**src/rtl/cmdwdg_pkg.sv**
```systemverilog
package cmdwdg_pkg;
  localparam int CMD_W = 16;
  localparam logic [CMD_W-1:0] CMD_HALT = 16'h3877;
  localparam logic [CMD_W-1:0] CMD_RUN  = 16'h4A4B;
  localparam logic [CMD_W-1:0] CMD_ACK  = 16'h7482;
  localparam logic [CMD_W-1:0] CMD_OPEN = 16'hAB00;
  localparam logic [CMD_W-1:0] CMD_SEAL = 16'hAB01;
  localparam logic [CMD_W-1:0] CMD_FILL = 16'hDEAF;

  typedef struct packed {
    logic halt;
    logic run;
    logic ack;
    logic open;
    logic seal;
    logic fill;
  } cmd_strobe_t;
endpackage

```
**src/rtl/cmdwdg_decode.sv**
```systemverilog
module cmdwdg_decode
  import cmdwdg_pkg::*;
#(
  parameter int DATA_W = 16
) (
  input  logic              hit_i,
  input  logic [DATA_W-1:0] code_i,
  output cmd_strobe_t       stb_o
);
  logic [CMD_W-1:0] code16;

  // Wider words only match when the bits above the code are zero.
  // 0x0000 is not a command, so it serves as the no-match value.
  generate
    if (DATA_W > CMD_W) begin : g_wide
      assign code16 = (code_i[DATA_W-1:CMD_W] == '0) ? code_i[CMD_W-1:0] : '0;
    end else begin : g_exact
      assign code16 = code_i;
    end
  endgenerate

  always_comb begin
    stb_o = '0;
    if (hit_i) begin
      case (code16)
        CMD_HALT: stb_o.halt = 1'b1;
        CMD_RUN:  stb_o.run  = 1'b1;
        CMD_ACK:  stb_o.ack  = 1'b1;
        CMD_OPEN: stb_o.open = 1'b1;
        CMD_SEAL: stb_o.seal = 1'b1;
        CMD_FILL: stb_o.fill = 1'b1;
        default:  stb_o = '0;
      endcase
    end
  end
endmodule

```
**src/rtl/cmdwdg_ctrl.sv**
```systemverilog
module cmdwdg_ctrl (
  input  logic clk,
  input  logic rst_n,
  input  logic halt_i,
  input  logic run_i,
  input  logic ack_i,
  input  logic open_i,
  input  logic seal_i,
  input  logic expire_i,
  output logic running_o,
  output logic unlocked_o,
  output logic flag_o
);
  always_ff @(posedge clk) begin
    if (!rst_n) begin
      running_o  <= 1'b0;
      unlocked_o <= 1'b0;
      flag_o     <= 1'b0;
    end else begin
      if (halt_i)      running_o <= 1'b0;
      else if (run_i)  running_o <= 1'b1;

      if (open_i)      unlocked_o <= 1'b1;
      else if (seal_i) unlocked_o <= 1'b0;

      // An expiry in the same cycle as an acknowledge wins.
      if (expire_i)    flag_o <= 1'b1;
      else if (ack_i)  flag_o <= 1'b0;
    end
  end

  AST_HALT_STOPS: assert property (@(posedge clk) disable iff (!rst_n)
    halt_i |=> !running_o);
  AST_SEAL_CLOSES: assert property (@(posedge clk) disable iff (!rst_n)
    seal_i |=> !unlocked_o);
  AST_FLAG_STICKY: assert property (@(posedge clk) disable iff (!rst_n)
    flag_o && !ack_i |=> flag_o);
  AST_ACK_CLEARS: assert property (@(posedge clk) disable iff (!rst_n)
    ack_i && !expire_i |=> !flag_o);
endmodule

```
**src/rtl/cmdwdg_counter.sv**
```systemverilog
module cmdwdg_counter #(
  parameter int CNT_W = 20
) (
  input  logic             clk,
  input  logic             rst_n,
  input  logic             run_i,
  input  logic             tick_i,
  input  logic             load_i,
  input  logic [CNT_W-1:0] load_val_i,
  output logic [CNT_W-1:0] cnt_o,
  output logic             expire_o
);
  localparam logic [CNT_W-1:0] ONE = CNT_W'(1);

  logic step;
  assign step     = run_i && tick_i && !load_i;
  assign expire_o = step && (cnt_o == ONE);

  always_ff @(posedge clk) begin
    if (!rst_n)                  cnt_o <= '1;
    else if (load_i)             cnt_o <= load_val_i;
    else if (step && cnt_o != 0) cnt_o <= cnt_o - ONE;
  end

  AST_FROZEN_IDLE: assert property (@(posedge clk) disable iff (!rst_n)
    !load_i && !(run_i && tick_i) |=> $stable(cnt_o));
  AST_SINGLE_STEP: assert property (@(posedge clk) disable iff (!rst_n)
    !load_i && run_i && tick_i && cnt_o != '0 |=> cnt_o == $past(cnt_o) - ONE);
  AST_ZERO_FLOOR: assert property (@(posedge clk) disable iff (!rst_n)
    !load_i && cnt_o == '0 |=> cnt_o == '0);
endmodule

```
**src/rtl/cmd_key_watchdog.sv**
```systemverilog
module cmd_key_watchdog
  import cmdwdg_pkg::*;
#(
  parameter int CNT_W     = 20,
  parameter int DATA_W    = 16,
  parameter int ADDR_W    = 8,
  parameter int CTRL_OFS  = 0,
  parameter int COUNT_OFS = 4
) (
  input  logic              clk,
  input  logic              rst_n,
  input  logic              tick_en,
  input  logic              wr_valid,
  output logic              wr_ready,
  input  logic [ADDR_W-1:0] wr_addr,
  input  logic [DATA_W-1:0] wr_data,
  input  logic [ADDR_W-1:0] rd_addr,
  output logic [DATA_W-1:0] rd_data,
  output logic              wdt_irq
);
  localparam int               VIEW_LSB = CNT_W - DATA_W;
  localparam logic [ADDR_W-1:0] A_CTRL  = ADDR_W'(CTRL_OFS);
  localparam logic [ADDR_W-1:0] A_COUNT = ADDR_W'(COUNT_OFS);

  logic        ctrl_hit, cnt_hit;
  logic        running, unlocked, expire;
  logic        load;
  logic [CNT_W-1:0] load_val, cnt;
  cmd_strobe_t stb;

  assign wr_ready = 1'b1;
  assign ctrl_hit = wr_valid && (wr_addr == A_CTRL);
  assign cnt_hit  = wr_valid && (wr_addr == A_COUNT);

  cmdwdg_decode #(.DATA_W(DATA_W)) dec_i (
    .hit_i (ctrl_hit),
    .code_i(wr_data),
    .stb_o (stb)
  );

  cmdwdg_ctrl ctrl_i (
    .clk       (clk),
    .rst_n     (rst_n),
    .halt_i    (stb.halt),
    .run_i     (stb.run),
    .ack_i     (stb.ack),
    .open_i    (stb.open),
    .seal_i    (stb.seal),
    .expire_i  (expire),
    .running_o (running),
    .unlocked_o(unlocked),
    .flag_o    (wdt_irq)
  );

  assign load     = stb.fill || (cnt_hit && unlocked);
  assign load_val = stb.fill ? '1 : {wr_data, {VIEW_LSB{1'b0}}};

  cmdwdg_counter #(.CNT_W(CNT_W)) cnt_i (
    .clk       (clk),
    .rst_n     (rst_n),
    .run_i     (running),
    .tick_i    (tick_en),
    .load_i    (load),
    .load_val_i(load_val),
    .cnt_o     (cnt),
    .expire_o  (expire)
  );

  assign rd_data = (rd_addr == A_COUNT) ? cnt[CNT_W-1:VIEW_LSB] : '0;

  AST_OPEN_LOAD: assert property (@(posedge clk) disable iff (!rst_n)
    cnt_hit && unlocked |=> cnt == {$past(wr_data), {VIEW_LSB{1'b0}}});
  AST_CLOSED_DROP: assert property (@(posedge clk) disable iff (!rst_n)
    cnt_hit && !unlocked && !(running && tick_en) |=> $stable(cnt));
  AST_FILL_MAX: assert property (@(posedge clk) disable iff (!rst_n)
    stb.fill |=> &cnt);
  AST_ONE_CMD: assert property (@(posedge clk) disable iff (!rst_n)
    $onehot0(stb));
endmodule

```
**config.mk**
```make
export PLATFORM = sky130hd
export DESIGN_NAME = cmd_key_watchdog
export DESIGN_NICKNAME = d
export VERILOG_FILES = /design/src/rtl/cmdwdg_pkg.sv /design/src/rtl/cmdwdg_decode.sv /design/src/rtl/cmdwdg_ctrl.sv /design/src/rtl/cmdwdg_counter.sv /design/src/rtl/cmd_key_watchdog.sv
export SDC_FILE = /design/constraint.sdc
export NUM_CORES = 1
export LEC_CHECK = 0
export ABC_AREA = 1
export BUFFER_PORTS_ARGS = -buffer_cell sky130_fd_sc_hd__buf_2
export CAP_MARGIN = 40
export CORE_MARGIN = 1.5
export CORE_UTILIZATION = 58
export DETAILED_ROUTE_END_ITERATION = 8
export MAX_ROUTING_LAYER = met4
export PLACE_DENSITY = 0.86
export RECOVER_POWER = 25
export SYNTH_ARGS = -nofsm -noshare
export SYNTH_HDL_FRONTEND = slang
export SYNTH_SLANG_ARGS = --single-unit
```
**constraint.sdc**
```tcl
create_clock -name clk -period 2.4 [get_ports clk]
set_input_delay 0.48 -clock clk [delete_from_list [all_inputs] [get_ports clk]]
set_output_delay 0.48 -clock clk [all_outputs]
set_load 0.05 [all_outputs]
```
==> flow_summary.toml <==
[timing]
setup_violations = 0
drv_slew = 0
grt_setup_unrepaired = "false"
fin_ws_ns = 0.411
fin_crit_ns = 1.99
skew_ns = 0.00244
setup_tns_ns = 0
max_freq_mhz = 503
slew_headroom_pct = 49.4
fin_crit_sh_pct = 82.9
finalHoldViolCount = 0
worst_pin_slew_ns = 0.759

[floorplanning]
initial_core_util_pct = 62.3
io_pins = 54
core_area_um2 = 3420
num_rows = 21
die_h_um = 63.6
die_w_um = 63.6
die_area_um2 = 4040

[global_route]
grt_use_total_pct = 33.5
antenna_found_initial = 0
grt_pass1_wl_um = 10800
grt_pass1_vias = 2480
grt_max_degree = 20
overflow = 0

[drt]
vias = 2659
via_per_inst = 5.47
ant_nets = 0
drtIter0Drc = 241
drtPass1Iterations = 5
routed_wirelength_um = 6130
wire_per_inst_um = 12.6
drc = 0

[yosys]
syn-instance-count = 391
synthAdderAreaFrac_pct = 1.76
ys_seq_area_share_pct = 21.6
syn_area_per_cell_um2 = 5.44
ys_seq_elements = 23
synth_top_family_by_area = "simple AND/OR/NAND/NOR gates"
yosysWarnings = 0
synth_xor_area_share_pct = 2.06
synthesis.area_um2 = 2130
synth.distinct_cells = 30
synth-compound-area-share_pct = 2.35
yosys.area_share.simple_pct = 60.9
syn_nets = 430
synthMuxAreaShare_pct = 0

[cells_and_area]
areaGrowthSynthToFinish_pct = 13.9
fillers = 335
layout.nets = 480
post-route-util_pct = 71.0
multi_input_area_um2 = 1420
drive_above_1_share_pct = 16.4
regArea_um2 = 460
antenna_cells = 0

[setup_path]
worst-path-max-fanout = 16
start_kind = "input port"
crit_required_ns = 1.92
arrival_ns = 1.51
path_class = "in2out"
reg2reg_depth = 9
end_kind = "output port"

[placed_design]
place_congestion = 0.954
port_buffers = 52
dpl.hpwl_um = 4810
dp_worst_setup_slack_ns = 0.223

[cts]
insertion_delay_ns = 0.31
clock_path_buffers = 2
clock_sinks = 23
cts_resized = 0
htree_levels = 1
clk_pin_slew_ns = 0.14
cts.hold.buffers_added = 0
cts-root-buf = "clkbuf_4"
cts_made_buffers = 3
cts_setup_buffers = 0
cts_tree = "built"

[worst_hold_path]
hold_path_class = "in2reg"
hold_depth = 4

[job]
drv_cap = 0

[power_and_ir_drop]
p_per_area_nw_per_um2 = 272
ir_drop_v = 0.000174
p_leak_nw = 1.37

[run_status]
outcome = "complete, no violations"
worst max-delay path: stages:
cell,delay (ns)
buf_2,0.09
nor4_1,0.28
nand2_1,0.09
buf_4,0.20
nor2_1,0.10
buf_2,0.27
synthesized netlist by cell type:
master | instances | area [um2]
nand2_1 | 130 | 488
nand3_1 | 65 | 325
nor2_1 | 64 | 240
inv_1 | 45 | 169
dfxtp_1 | 23 | 460
nand4_1 | 8 | 50.1
nor3_1 | 6 | 30.0
o21ai_0 | 5 | 25.0
inv_2 | 4 | 15.0
nor2_4 | 4 | 45.0
xor2_1 | 4 | 35.0
buf_2 | 3 | 15.0
clkbuf_1 | 3 | 11.3
ha_1 | 3 | 37.5
nor2_2 | 3 | 18.8
nor4_1 | 3 | 18.8
buf_4 | 2 | 15.0
nand2_2 | 2 | 12.5
nand2_4 | 2 | 22.5
nor3b_1 | 2 | 15.0
a21oi_1 | 1 | 5.00
a21oi_2 | 1 | 8.76
a31oi_1 | 1 | 6.26
buf_6 | 1 | 11.3
conb_1 | 1 | 3.75
nand3_2 | 1 | 10.0
nand3b_1 | 1 | 7.51
nand4_2 | 1 | 12.5
o21ai_1 | 1 | 5.00
xnor2_1 | 1 | 8.76
layer usage:
layer / routed length, um / global-route usage (%)
met1: 2650 / 43.0
met2: 2860 / 55.0
met3: 498 / 3.75
met4: 117 / 11.1
met5: 0 / -
registers in the layout, indices dropped and copies added, names as in the netlist:
name	flops
cnt_i.cnt_o	20
ctrl_i.flag_o	1
ctrl_i.running_o	1
ctrl_i.unlocked_o	1
cell type report:
| cell class | instances | share of cell area [%] |
|---|---|---|
| multi-input cells | 310 | 58.6 |
| clock buffers | 3 | 0.929 |
| repair buffers | 54 | 11.3 |
| flip-flops and latches | 23 | 19.0 |
| inverters | 49 | 7.59 |
| well taps | 46 | 2.37 |
| clock inverters | 1 | 0.206 |
report_power, final:
part / internal (mW) / switching (mW) / total (mW)
sequential: 0.382 / 0.0000000566 / 0.382
combinational: 0.0312 / 0.0541 / 0.0854
clock: 0.0623 / 0.130 / 0.192
total: 0.475 / 0.184 / 0.659
stage by stage:
step	power [mW]	hold WS, ns	cell area (um2)	cells
final	0.659	0.478	2420	486
after global routing	0.686	0.494	2420	486
after CTS	0.655	0.492	2440	486
after detailed placement	0.475	0.467	2410	482
after global placement	0.475	0.467	2410	482
after floorplan	0.427	0.451	2130	391
cell families (layout without fill, tap and decap cells):
family | count (synthesis) | after routing
buffers and inverters | 58 | 107
AOI/OAI and AO/OA | 9 | 9
adders and majority gates | 3 | 3
and+or+nand+nor | 292 | 292
other | 1 | 1
DFF | 23 | 23
xor gates and xnor gates | 5 | 5
path summary, 6_finish.rpt:
| check | endpoint | slack (ns) | from |
|---|---|---|---|
| setup reg to reg | cnt_i.cnt_o[8]$_SDFFE_PN1P_ | 0.44 | ctrl_i.unlocked_o$_SDFFE_PN0P_ |
| hold / removal | ctrl_i.unlocked_o$_SDFFE_PN0P_ | 0.48 | wr_data[0] |
| setup / recovery | rd_data[9] | 0.41 | rd_addr[1] |
| hold reg to reg | ctrl_i.flag_o$_SDFFE_PN0P_ | 0.50 | ctrl_i.flag_o$_SDFFE_PN0P_ |
cell usage in the layout (no fill, tap or decap), types with 3 or more instances in the layout:
cell      synthesis  layout
nand2_1         130     131
inv_1            45      46
nand4_1           8       8
nor3_1            6       6
nor2_2            3       3
nor2_4            4       3
dfxtp_1          23      23
xor2_1            4       4
buf_2             3      51
clkbuf_4          0       3
nor2_1           64      65
inv_2             4       3
ha_1              3       3
nand3_1          65      65
nor4_1            3       3
o21ai_0           5       5
(Power assumes the default switching activity.)
